## src/rtl/sfr_pkg.sv

```systemverilog
package sfr_pkg;

   typedef enum logic [2:0] {
      ST_IDLE,
      ST_SETUP,
      ST_LOW,
      ST_HIGH,
      ST_FINISH
   } rd_state_t;

   localparam int FRAME_W  = 32;
   localparam int MARK_MSB = 31;
   localparam int MARK_LSB = 24;
   localparam int FAN_MSB  = 23;
   localparam int FAN_LSB  = 16;
   localparam int TEMP_MSB = 15;
   localparam int TEMP_LSB = 0;

endpackage

```

## src/rtl/sfr_countdown.sv

```systemverilog
module sfr_countdown #(
   parameter int W = 8
) (
   input  logic         clk,
   input  logic         rst_n,
   input  logic         load,
   input  logic [W-1:0] load_val,
   output logic         zero
);
   logic [W-1:0] cnt_q;

   always_ff @(posedge clk or negedge rst_n) begin
      if (!rst_n)
         cnt_q <= '0;
      else if (load)
         cnt_q <= load_val;
      else if (cnt_q != '0)
         cnt_q <= cnt_q - 1'b1;
   end

   assign zero = (cnt_q == '0);
endmodule

```

## src/rtl/sfr_shift_in.sv

```systemverilog
module sfr_shift_in #(
   parameter int W         = 32,
   parameter bit MSB_FIRST = 1'b1
) (
   input  logic         clk,
   input  logic         rst_n,
   input  logic         clear,
   input  logic         shift_en,
   input  logic         din,
   output logic [W-1:0] word
);
   logic [W-1:0] sr_q;
   logic [W-1:0] sr_next;

   generate
      if (MSB_FIRST) begin : g_msb
         assign sr_next = {sr_q[W-2:0], din};
      end else begin : g_lsb
         assign sr_next = {din, sr_q[W-1:1]};
      end
   endgenerate

   always_ff @(posedge clk or negedge rst_n) begin
      if (!rst_n)
         sr_q <= '0;
      else if (clear)
         sr_q <= '0;
      else if (shift_en)
         sr_q <= sr_next;
   end

   assign word = sr_q;
endmodule

```

## src/rtl/sensor_frame_reader.sv

```systemverilog
module sensor_frame_reader
   import sfr_pkg::*;
#(
   parameter int          SETUP_CYC   = 5_000_000,
   parameter int          PHASE_CYC   = 5_000,
   parameter int          HOLDOFF_CYC = 50_000_000,
   parameter logic [7:0]  MARKER_VAL  = 8'h55
) (
   input  logic        clk,
   input  logic        rst_n,
   input  logic        req,
   output logic        link_cs_n,
   output logic        link_sck,
   input  logic        link_sdi,
   output logic        busy,
   output logic        done,
   output logic        marker_err,
   output logic [7:0]  fan,
   output logic [15:0] temp
);
   localparam int SETUP_W = $clog2(SETUP_CYC + 1);
   localparam int PHASE_W = $clog2(PHASE_CYC + 1);
   localparam int PH_W    = (SETUP_W > PHASE_W) ? SETUP_W : PHASE_W;
   localparam int HOLD_W  = $clog2(HOLDOFF_CYC + 1);
   localparam int BIT_W   = $clog2(FRAME_W);
   localparam logic [BIT_W-1:0] LAST_BIT  = BIT_W'(FRAME_W - 1);
   localparam logic [PH_W-1:0]  SETUP_LD  = PH_W'(SETUP_CYC - 1);
   localparam logic [PH_W-1:0]  PHASE_LD  = PH_W'(PHASE_CYC - 1);
   localparam logic [HOLD_W-1:0] HOLD_LD  = HOLD_W'(HOLDOFF_CYC - 1);

   generate
      if (SETUP_CYC < 1) begin : g_bad_setup
         $error("SETUP_CYC must be at least 1");
      end
      if (PHASE_CYC < 1) begin : g_bad_phase
         $error("PHASE_CYC must be at least 1");
      end
      if (HOLDOFF_CYC < 1) begin : g_bad_hold
         $error("HOLDOFF_CYC must be at least 1");
      end
      if (FAN_MSB - FAN_LSB != 7 || TEMP_MSB - TEMP_LSB != 15 || MARK_MSB - MARK_LSB != 7) begin : g_bad_layout
         $error("frame field layout does not match port widths");
      end
   endgenerate

   rd_state_t         state_q;
   logic [BIT_W-1:0]  bit_q;
   logic              cs_n_q, sck_q, busy_q, done_q, err_q;
   logic [7:0]        fan_q;
   logic [15:0]       temp_q;

   logic              ph_load, ph_zero, hold_load, hold_zero;
   logic [PH_W-1:0]   ph_val;
   logic              sh_clear, sh_en;
   logic [FRAME_W-1:0] frame_w;
   logic              start, last_bit;

   assign start    = (state_q == ST_IDLE) && req && hold_zero;
   assign last_bit = (bit_q == LAST_BIT);

   always_comb begin
      ph_load   = 1'b0;
      ph_val    = PHASE_LD;
      hold_load = 1'b0;
      sh_clear  = 1'b0;
      sh_en     = 1'b0;
      unique case (state_q)
         ST_IDLE: if (start) begin
            ph_load   = 1'b1;
            ph_val    = SETUP_LD;
            hold_load = 1'b1;
            sh_clear  = 1'b1;
         end
         ST_SETUP: ph_load = ph_zero;
         ST_LOW: begin
            ph_load = ph_zero;
            sh_en   = ph_zero;
         end
         ST_HIGH: ph_load = ph_zero && !last_bit;
         default: ;
      endcase
   end

   sfr_countdown #(.W(PH_W)) phase_tmr_i (
      .clk(clk), .rst_n(rst_n), .load(ph_load), .load_val(ph_val), .zero(ph_zero)
   );

   sfr_countdown #(.W(HOLD_W)) hold_tmr_i (
      .clk(clk), .rst_n(rst_n), .load(hold_load), .load_val(HOLD_LD), .zero(hold_zero)
   );

   sfr_shift_in #(.W(FRAME_W), .MSB_FIRST(1'b1)) shift_i (
      .clk(clk), .rst_n(rst_n), .clear(sh_clear), .shift_en(sh_en),
      .din(link_sdi), .word(frame_w)
   );

   always_ff @(posedge clk or negedge rst_n) begin
      if (!rst_n) begin
         state_q <= ST_IDLE;
         bit_q   <= '0;
         cs_n_q  <= 1'b1;
         sck_q   <= 1'b0;
         busy_q  <= 1'b0;
         done_q  <= 1'b0;
         err_q   <= 1'b0;
         fan_q   <= '0;
         temp_q  <= '0;
      end else begin
         done_q <= 1'b0;
         unique case (state_q)
            ST_IDLE: begin
               if (start) begin
                  state_q <= ST_SETUP;
                  cs_n_q  <= 1'b0;
                  busy_q  <= 1'b1;
                  bit_q   <= '0;
               end else if (req) begin
                  done_q <= 1'b1;
               end
            end
            ST_SETUP: if (ph_zero) state_q <= ST_LOW;
            ST_LOW: if (ph_zero) begin
               state_q <= ST_HIGH;
               sck_q   <= 1'b1;
            end
            ST_HIGH: if (ph_zero) begin
               sck_q <= 1'b0;
               if (last_bit) begin
                  state_q <= ST_FINISH;
                  cs_n_q  <= 1'b1;
               end else begin
                  state_q <= ST_LOW;
                  bit_q   <= bit_q + 1'b1;
               end
            end
            ST_FINISH: begin
               state_q <= ST_IDLE;
               busy_q  <= 1'b0;
               done_q  <= 1'b1;
               if (frame_w[MARK_MSB:MARK_LSB] == MARKER_VAL) begin
                  err_q  <= 1'b0;
                  fan_q  <= frame_w[FAN_MSB:FAN_LSB];
                  temp_q <= frame_w[TEMP_MSB:TEMP_LSB];
               end else begin
                  err_q  <= 1'b1;
               end
            end
            default: state_q <= ST_IDLE;
         endcase
      end
   end

   assign link_cs_n  = cs_n_q;
   assign link_sck   = sck_q;
   assign busy       = busy_q;
   assign done       = done_q;
   assign marker_err = err_q;
   assign fan        = fan_q;
   assign temp       = temp_q;
endmodule

```

## config.mk

```make
export PLATFORM = sky130hd
export DESIGN_NAME = sensor_frame_reader
export DESIGN_NICKNAME = d
export VERILOG_FILES = /design/src/rtl/sfr_pkg.sv /design/src/rtl/sfr_countdown.sv /design/src/rtl/sfr_shift_in.sv /design/src/rtl/sensor_frame_reader.sv
export SDC_FILE = /design/constraint.sdc
export NUM_CORES = 1
export LEC_CHECK = 0
export BUFFER_PORTS_ARGS = -buffer_cell sky130_fd_sc_hd__buf_2
export CORE_UTILIZATION = 65
export CTS_BUF_LIST = sky130_fd_sc_hd__clkbuf_16
export DETAILED_ROUTE_END_ITERATION = 10
export GPL_TIMING_DRIVEN = 0
export PLACE_DENSITY = 0.87
export RECOVER_POWER = 50
export SKIP_LAST_GASP = 1
export SLEW_MARGIN = 20
export SYNTH_ARGS = -nofsm -noshare
export SYNTH_HDL_FRONTEND = slang
export SYNTH_SLANG_ARGS = --single-unit
```

## constraint.sdc

```tcl
create_clock -name clk -period 4.95 [get_ports clk]
set_input_delay 0 -clock clk [delete_from_list [all_inputs] [get_ports clk]]
set_output_delay 0 -clock clk [all_outputs]
set_load 0.02 [all_outputs]
```

# == Word-level counts from Yosys, hierarchy flattened ==
# Cells that the tools add are included.
# classes
add_sub_neg,3
muxes,35
n_reduce_logical,22
n_eq_ne,12
# op_table
cell,n
$mux W23,4
$mux W32,2
$mux W26,2
$logic_not A26 Y1,1
$reduce_bool A26 Y1,1
$sub A26 B1 Y26 const B,1
$logic_not A23 Y1,1
$reduce_bool A23 Y1,1
$sub A23 B1 Y23 const B,1
$mux W3,5
$mux W5,3
$mux W1,12
$ne A2 B2 Y1 const B,6
$pmux W3 S4,1
$reduce_and A4 Y1,3
$reduce_bool A2 Y1,6
$pmux W5 S2,1
$eq A8 B7 Y1 const B,1
$pmux W1 S2,4
$eq A3 B2 Y1 const B,2
$add A5 B1 Y5 const B,1
$eq A5 B5 Y1 const B,1
$reduce_and A2 Y1,2
$eq A3 B1 Y1 const B,1
other kinds (7),9
# totals
ff_bits,118
word_cells,84
input_bits,4
output_inout_bits,29

# == Logic depth before layout (Yosys ltp) ==
# Gate-level depths: netlist of run 1.
# logic_depth
word_depth,6
depth_mapped,10

# == By module ==
# Synthesis of run 1 repeated with hierarchy kept, for this count alone.
# hier_totals
hier_cells,528
hier_area_um2,5836.8
# by_module_without_submodules
mod,area_each_um2,instances,cells_per_inst
sensor_frame_reader,1672.9,1,117
sfr_countdown (hold_tmr_i),1535.2,1,171
sfr_shift_in,1323.8,1,103
sfr_countdown (phase_tmr_i),1305.0,1,137

# == Least setup slack after synthesis of run 1 ==
# Ideal clock, no wire load.
# synth_path
path_type,reg-to-reg
from,reg hold_tmr_i.cnt_q[0]
to,reg hold_tmr_i.cnt_q[20]
slack_ns,2.278
path_stages_with_launch,9
period_less_slack_ns,2.672
setup_time_ns,0.144
t_arrival_ns,2.528
cell_sequence,dfrtp_1 -> inv_1 -> ha_1 -> or4b_2 -> nand4b_1 -> or3_1 -> clkbuf_1 -> a311oi_1 -> a41oi_1
# synth_between
elab_chain_cells,5
word_cells_on_any_way,9
cone_classes,add/sub: 1; mux: 4; reduce/logical: 4
# synth_rtl
item,line,text
start: declaration,sfr_countdown.sv:10,logic [W-1:0] cnt_q;
start signal: assignment,sfr_countdown.sv:16,cnt_q <= load_val;
start signal: assignment,sfr_countdown.sv:18,cnt_q <= cnt_q - 1'b1;
branches (longest 5 deep; another with $sub A26 B1 Y26),n/a,
# Several ways; the timed one is not identified. The select of a mux whose other input is x is not followed.
# A chain may end at the register's enable or synchronous reset.

# == Worst setup path in the final report of run 1 ==
# layout_path
from,reg hold_tmr_i.cnt_q[0]
to,reg hold_tmr_i.cnt_q[19]
# The elaborated chain is that of the path after synthesis.

==> impl_metrics.py, run 1 <==
metrics = {
    "sta": {
        "setup_ws_ns": 1.80,
        "finalSetupViolCount": 0,
        "max_slew_margin": -0.764,
        "worst_pin_slew_ns": 2.65,
        "drv_slew": 48,
        "rsz0062_at_grt": "false",
        "period_share": 0.636,
        "fin_worst_skew_ns": 0.00651,
        "finalCriticalPeriod_ns": 3.15,
        "finalSetupTns_ns": 0,
        "fmax_mhz": 318,
        "finalHoldViolCount": 0,
    },
    "floorplanning": {
        "row_count": 33,
        "die_h_um": 94.4,
        "core_um2": 8220,
        "die_area_um2": 8900,
        "start_util": 0.675,
        "io_pins": 33,
        "dieWidth_um": 94.4,
    },
    "placed_design": {
        "place_ws_ns": 1.87,
        "place_congestion": 0.788,
        "place_inst": 635,
        "hpwl_um": 7480,
        "dpl-instance-area_um2": 5870,
        "port_buffers": 32,
    },
    "synthesis": {
        "syn_nets": 506,
        "ys.flop_type": "dfrtp_1",
        "syn_area_um2": 5540,
        "synth_cells": 497,
        "seq_area_frac_synth": 0.533,
        "yosysWarnings": 0,
        "synth_edf_count": 0,
        "syn_avg_cell_area_um2": 11.2,
        "ys_async_sr_fraction": 1.00,
        "synth-seq-cells": 118,
        "synthDistinctLibCells": 56,
    },
    "finish": {
        "fin_area_um2": 6400,
        "num_antenna_cells": 0,
        "fillCellCount": 510,
        "multi_input_area_um2": 2410,
        "nets": 560,
        "fin_cells": 668,
        "syn2layout_area_growth_pct": 15.5,
        "seqCellArea_um2": 2950,
        "layout-drive-gt1-share": 0.227,
    },
    "outcome": {
        "failed_checks": "max-capacitance violations, max-slew violations",
        "status": "finished, violations left",
    },
    "clock_tree": {
        "ctsHtreeMaxLevel": 4,
        "cts_tree": "built",
        "clockRootBuffer": "clkbuf_16",
        "clkLatencyLatePin_ns": 0.41,
        "post_cts_buffers": 0,
        "clk_pin_slew_ns": 0.05,
        "cts_max_path_buffers": 2,
        "cts_sinks": 118,
        "cts.repair.resized": 0,
        "numCtsBuffers": 17,
    },
    "setup_path": {
        "critPathCaptureType": "flop",
        "criticalPathCategory": "flop to flop",
        "crit_start": "hold_tmr_i.cnt_q[0]",
        "r2r_end": "hold_tmr_i.cnt_q[19]",
        "arrival_ns": 3.47,
        "r2r_start": "hold_tmr_i.cnt_q[0]",
        "crit_end": "hold_tmr_i.cnt_q[19]",
        "r2r_slack_ns": 1.80,
        "cp_max_fo": 10,
        "startpoint_type": "flop",
        "r2r_cells": 8,
        "required_ns": 5.27,
    },
    "hold_path": {
        "hold_start": "req",
        "hp-class": "input port to flop",
    },
    "grt": {
        "grt_pass1_vias": 4117,
        "grt_max_degree": 72,
        "grt_overflow": 0,
        "antenna_found_initial": 0,
        "grt_pass1_wl_um": 19900,
        "track_usage": 0.297,
    },
    "job": {
        "max-cap-violations": 1,
    },
    "drt": {
        "drtIter0Drc": 207,
        "ant_nets": 0,
        "post-route-drc-count": 0,
        "routed_wl_um": 12000,
        "vias": 4003,
        "routedWlPerCell_um": 18.0,
        "drt_first_pass_iters": 5,
        "drt-vias-per-instance": 5.99,
    },
    "power": {
        "power_uw": 2330,
        "power_leakage_uw": 0.00263,
        "ir_worst_vdd_uv": 317,
        "power_density_nw_per_um2": 364,
    },
}
[repair_timing]
item / in CTS / in global routing
setup endpoints to repair: 0 / 0
hold buffers: 2 / 0
hold endpoints to repair: 118 / 0
[area by class of cell]
cell class	count	share of cell area
timing repair buffer	35	0.0293
clock buffer	17	0.0665
multi-input combinational	343	0.377
inverter	9	0.00528
clock inverter	14	0.0176
sequential	118	0.461
buffer	27	0.0227
tap	105	0.0205
[synthesized netlist by cell type (4+ instances only)]
| master | count | area [um2] |
|---|---|---|
| a21oi_1 | 17 | 85.1 |
| buf_2 | 11 | 55.1 |
| buf_6 | 4 | 45.0 |
| clkbuf_1 | 12 | 45.0 |
| dfrtp_1 | 117 | 2930 |
| ha_1 | 5 | 62.6 |
| inv_1 | 9 | 33.8 |
| mux2_2 | 24 | 270 |
| mux2i_1 | 39 | 390 |
| nand2_1 | 20 | 75.1 |
| nand2b_1 | 7 | 43.8 |
| nand3_1 | 11 | 55.1 |
| nor2_1 | 37 | 139 |
| nor2_2 | 29 | 181 |
| nor3_1 | 16 | 80.1 |
| nor4_1 | 8 | 50.1 |
| o211ai_1 | 5 | 37.5 |
| o21ai_0 | 26 | 130 |
| o31ai_1 | 5 | 37.5 |
| or3_1 | 15 | 93.8 |
| or4_1 | 11 | 82.6 |
| xnor2_1 | 12 | 105 |
| xor2_1 | 6 | 52.6 |
[registers in the layout (all words and copies together), names as in the netlist]
register,flops
phase_tmr_i.cnt_q,23
fan,8
link_cs_n,1
hold_tmr_i.cnt_q,26
marker_err,1
busy,1
temp,16
state_q,3
done,1
shift_i.word,32
link_sck,1
bit_q,5
[kinds of logic (layout without fill, tap and decap cells)]
group                      after synthesis  after routing  share of synthesized area
buffers and inverters                   36            102                     0.0323
DFF                                    118            118                      0.533
adders and majority gates                5              5                     0.0113
AOI/OAI and AO/OA                       72             72                     0.0812
and+or+nand+nor                        185            185                      0.195
xor gates and xnor gates                18             18                     0.0284
muxes                                   63             63                      0.119
[cell usage in the layout (no fill, tap or decap), types with 3 or more instances in the layout]
cell type,synthesis,routed
a21oi_1,17,17
buf_2,11,27
buf_6,4,4
clkbuf_1,12,28
clkbuf_16,0,17
clkinv_2,0,3
clkinvlp_4,0,4
dfrtp_1,117,117
ha_1,5,5
inv_1,9,10
mux2_2,24,24
mux2i_1,39,39
nand2_1,20,20
nand2b_1,7,7
nand3_1,11,11
nand3b_1,3,3
nand4_1,3,3
nand4b_1,3,3
nor2_1,37,37
nor2_2,29,29
nor3_1,16,16
nor4_1,8,8
o211ai_1,5,5
o21ai_0,26,26
o31ai_1,5,5
or2_2,3,3
or3_1,15,15
or4_1,11,11
or4_4,3,3
xnor2_1,12,12
xor2_1,6,6
[routing by layer]
metal,track usage,routed length (um),up-vias
li1,-,-,1891
met1,0.384,5450,2029
met2,0.499,6090,65
met3,0.0531,321,18
met4,0.117,165,0
met5,0,0,-
[worst min path at each step]
stage | slack [ns] | end | cells past startpoint
after CTS | 0.11 | phase_tmr_i.cnt_q[21] | 2
after global routing | 0.17 | done | 3
final | 0.14 | done | 3
after global placement | 0.27 | shift_i.word[0] | 3
after detailed placement | -0.03 | phase_tmr_i.cnt_q[21] | 1
after floorplan | -0.30 | bit_q[0] | 0
[critical path: stages, from the launching register on]
cell	delay, ns
dfrtp_1	0.38
inv_1	0.09
ha_1	0.20
or4b_2	0.66
nand4b_1	0.52
nor4_4	0.63
buf_2	0.37
nor2_1	0.06
mux2i_1	0.14
[power by group]
group | total, uW | internal (uW) | switching, uW
sequential | 1070 | 1010 | 52.0
combinational | 136 | 57.7 | 78.1
clock | 1130 | 681 | 447
[stage by stage]
| step | util | hold WS [ns] |
|---|---|---|
| after CTS | 0.782 | 0.111 |
| after global placement | 0.710 | 0.266 |
| after global routing | 0.779 | 0.172 |
| after detailed placement | 0.714 | -0.0318 |
| final | 0.779 | 0.141 |
| after floorplan | - | -0.296 |
(Power assumes the default switching activity.)
==> inputs of run 2 (changes only) <==
Settings changed: CORE_UTILIZATION 65 to 55, PLACE_DENSITY 0.87 to 0.79.
Clock period 4.95 ns to 2.6 ns, I/O delays scaled along.
==> impl_metrics.py, run 2 (synthesis results as in run 1) <==
metrics = {
    "outcome": {
        "status": "finished, violations left",
        "failed_checks": "negative setup slack",
    },
    "finish": {
        "syn2layout_area_growth_pct": 24.1,
        "layout_common_cells": "dfrtp_1, nor2_1, buf_2",
        "nets": 581,
        "fillCellCount": 666,
        "num_antenna_cells": 0,
        "largest_reg_flops": 32,
        "multi_input_area_um2": 2580,
        "final_common_cell": "dfrtp_1",
        "fin_area_um2": 6880,
        "seqCellArea_um2": 2950,
        "layout-drive-gt1-share": 0.338,
    },
    "drt": {
        "drtIter0Drc": 217,
        "vias": 4234,
        "post-route-drc-count": 0,
        "drt_first_pass_iters": 9,
        "drt-vias-per-instance": 5.90,
        "routed_wl_um": 12600,
        "ant_nets": 0,
        "routedWlPerCell_um": 17.5,
    },
    "clock_tree": {
        "ctsHtreeMaxLevel": 4,
        "cts_max_path_buffers": 2,
        "cts_sinks": 118,
        "clk_pin_slew_ns": 0.06,
        "numCtsBuffers": 17,
        "clockRootBuffer": "clkbuf_16",
        "cts_tree": "built",
        "clkLatencyLatePin_ns": 0.42,
    },
    "placed_design": {
        "place_ws_ns": -0.317,
        "place_congestion": 0.806,
        "hpwl_um": 7490,
        "dpl-instance-area_um2": 5910,
        "port_buffers": 32,
    },
    "sta": {
        "finalSetupTns_ns": -0.0557,
        "fin_worst_skew_ns": 0.00659,
        "max_slew_margin": 0.229,
        "drv_slew": 0,
        "finalSetupViolCount": 5,
        "setup_ws_ns": -0.0165,
        "fin_hold_ws_ns": 0.170,
        "finalCriticalPeriod_ns": 2.62,
        "fmax_mhz": 382,
        "finalHoldViolCount": 0,
        "rsz0062_at_grt": "true",
        "period_share": 1.01,
        "worst_pin_slew_ns": 1.16,
    },
    "setup_path": {
        "cp_max_fo": 10,
        "startpoint_type": "flop",
        "critPathCaptureType": "flop",
        "criticalPathCategory": "flop to flop",
        "required_ns": 2.90,
        "arrival_ns": 2.92,
    },
    "floorplanning": {
        "start_util": 0.567,
        "core_um2": 9770,
        "io_pins": 33,
        "dieWidth_um": 102,
        "row_count": 36,
        "die_h_um": 102,
        "die_area_um2": 10500,
    },
    "power": {
        "power_density_nw_per_um2": 667,
        "power_leakage_uw": 0.00288,
        "ir_worst_vdd_uv": 702,
        "power_uw": 4590,
    },
    "grt": {
        "grt_pass1_vias": 4262,
        "grt_pass1_wl_um": 20200,
        "track_usage": 0.256,
        "antenna_found_initial": 0,
        "grt_overflow": 0,
        "grt_max_degree": 73,
    },
    "hold_path": {
        "hp-class": "input port to flop",
    },
    "job": {
        "max-cap-violations": 0,
    },
}
-- run 2: final timing paths --
path,start,end,slack [ns],depth (start not counted)
max,phase_tmr_i.cnt_q[0],shift_i.word[2],-0.02,10
min,req,done,0.17,3
max reg2reg,phase_tmr_i.cnt_q[0],shift_i.word[2],-0.02,10
min reg2reg,busy,busy,0.47,2
max in group asynchronous,rst_n,temp[15],0.56,3
min in group asynchronous,rst_n,hold_tmr_i.cnt_q[10],0.36,2
-- run 2: what timing repair did --
action	CTS	global route
hold buffers	2	0
endpoints found under the hold margin	118	0
resized for setup	26	33
setup buffers	11	8
cloned	0	4
pin swaps	2	3
endpoints found under the setup margin	88	71
-- run 2: worst max-delay path, stage by stage (launching register included) --
cell and delay (ns):
dfrtp_1 0.41, inv_2 0.09, ha_1 0.14, or4b_1 0.43, or4_4 0.43, buf_6 0.16
nor4_4 0.16, buf_6 0.20, buf_12 0.17, mux2i_2 0.25, nor2_2 0.05
-- run 2: stage by stage --
stage	util	std cells
5_1_grt	0.704	718
3_5_place_dp	0.605	663
3_3_place_gp	0.601	662
4_1_cts	0.684	707
6_report	0.704	718
2_1_floorplan	-	497
-- run 2: final cells by class --
type,instances,area share
Inverter,9,0.00491
Clock buffer,17,0.0619
Clock inverter,15,0.0227
Tap cell,133,0.0242
Timing Repair Buffer,56,0.0535
Buffer,25,0.0287
Sequential cell,118,0.430
Multi-Input combinational cell,345,0.375
-- run 2: layer usage --
metal / track usage / vias to the layer above / part of all wire
met5: 0 / - / 0
met4: 0.100 / 0 / 0.026
met3: 0.0752 / 28 / 0.052
met2: 0.428 / 127 / 0.50
met1: 0.313 / 2143 / 0.42
li1: - / 1936 / -
-- run 2: where the power goes --
part	switching, uW	internal [uW]
registers	95.3	1930
clock network	892	1410
logic	145	116
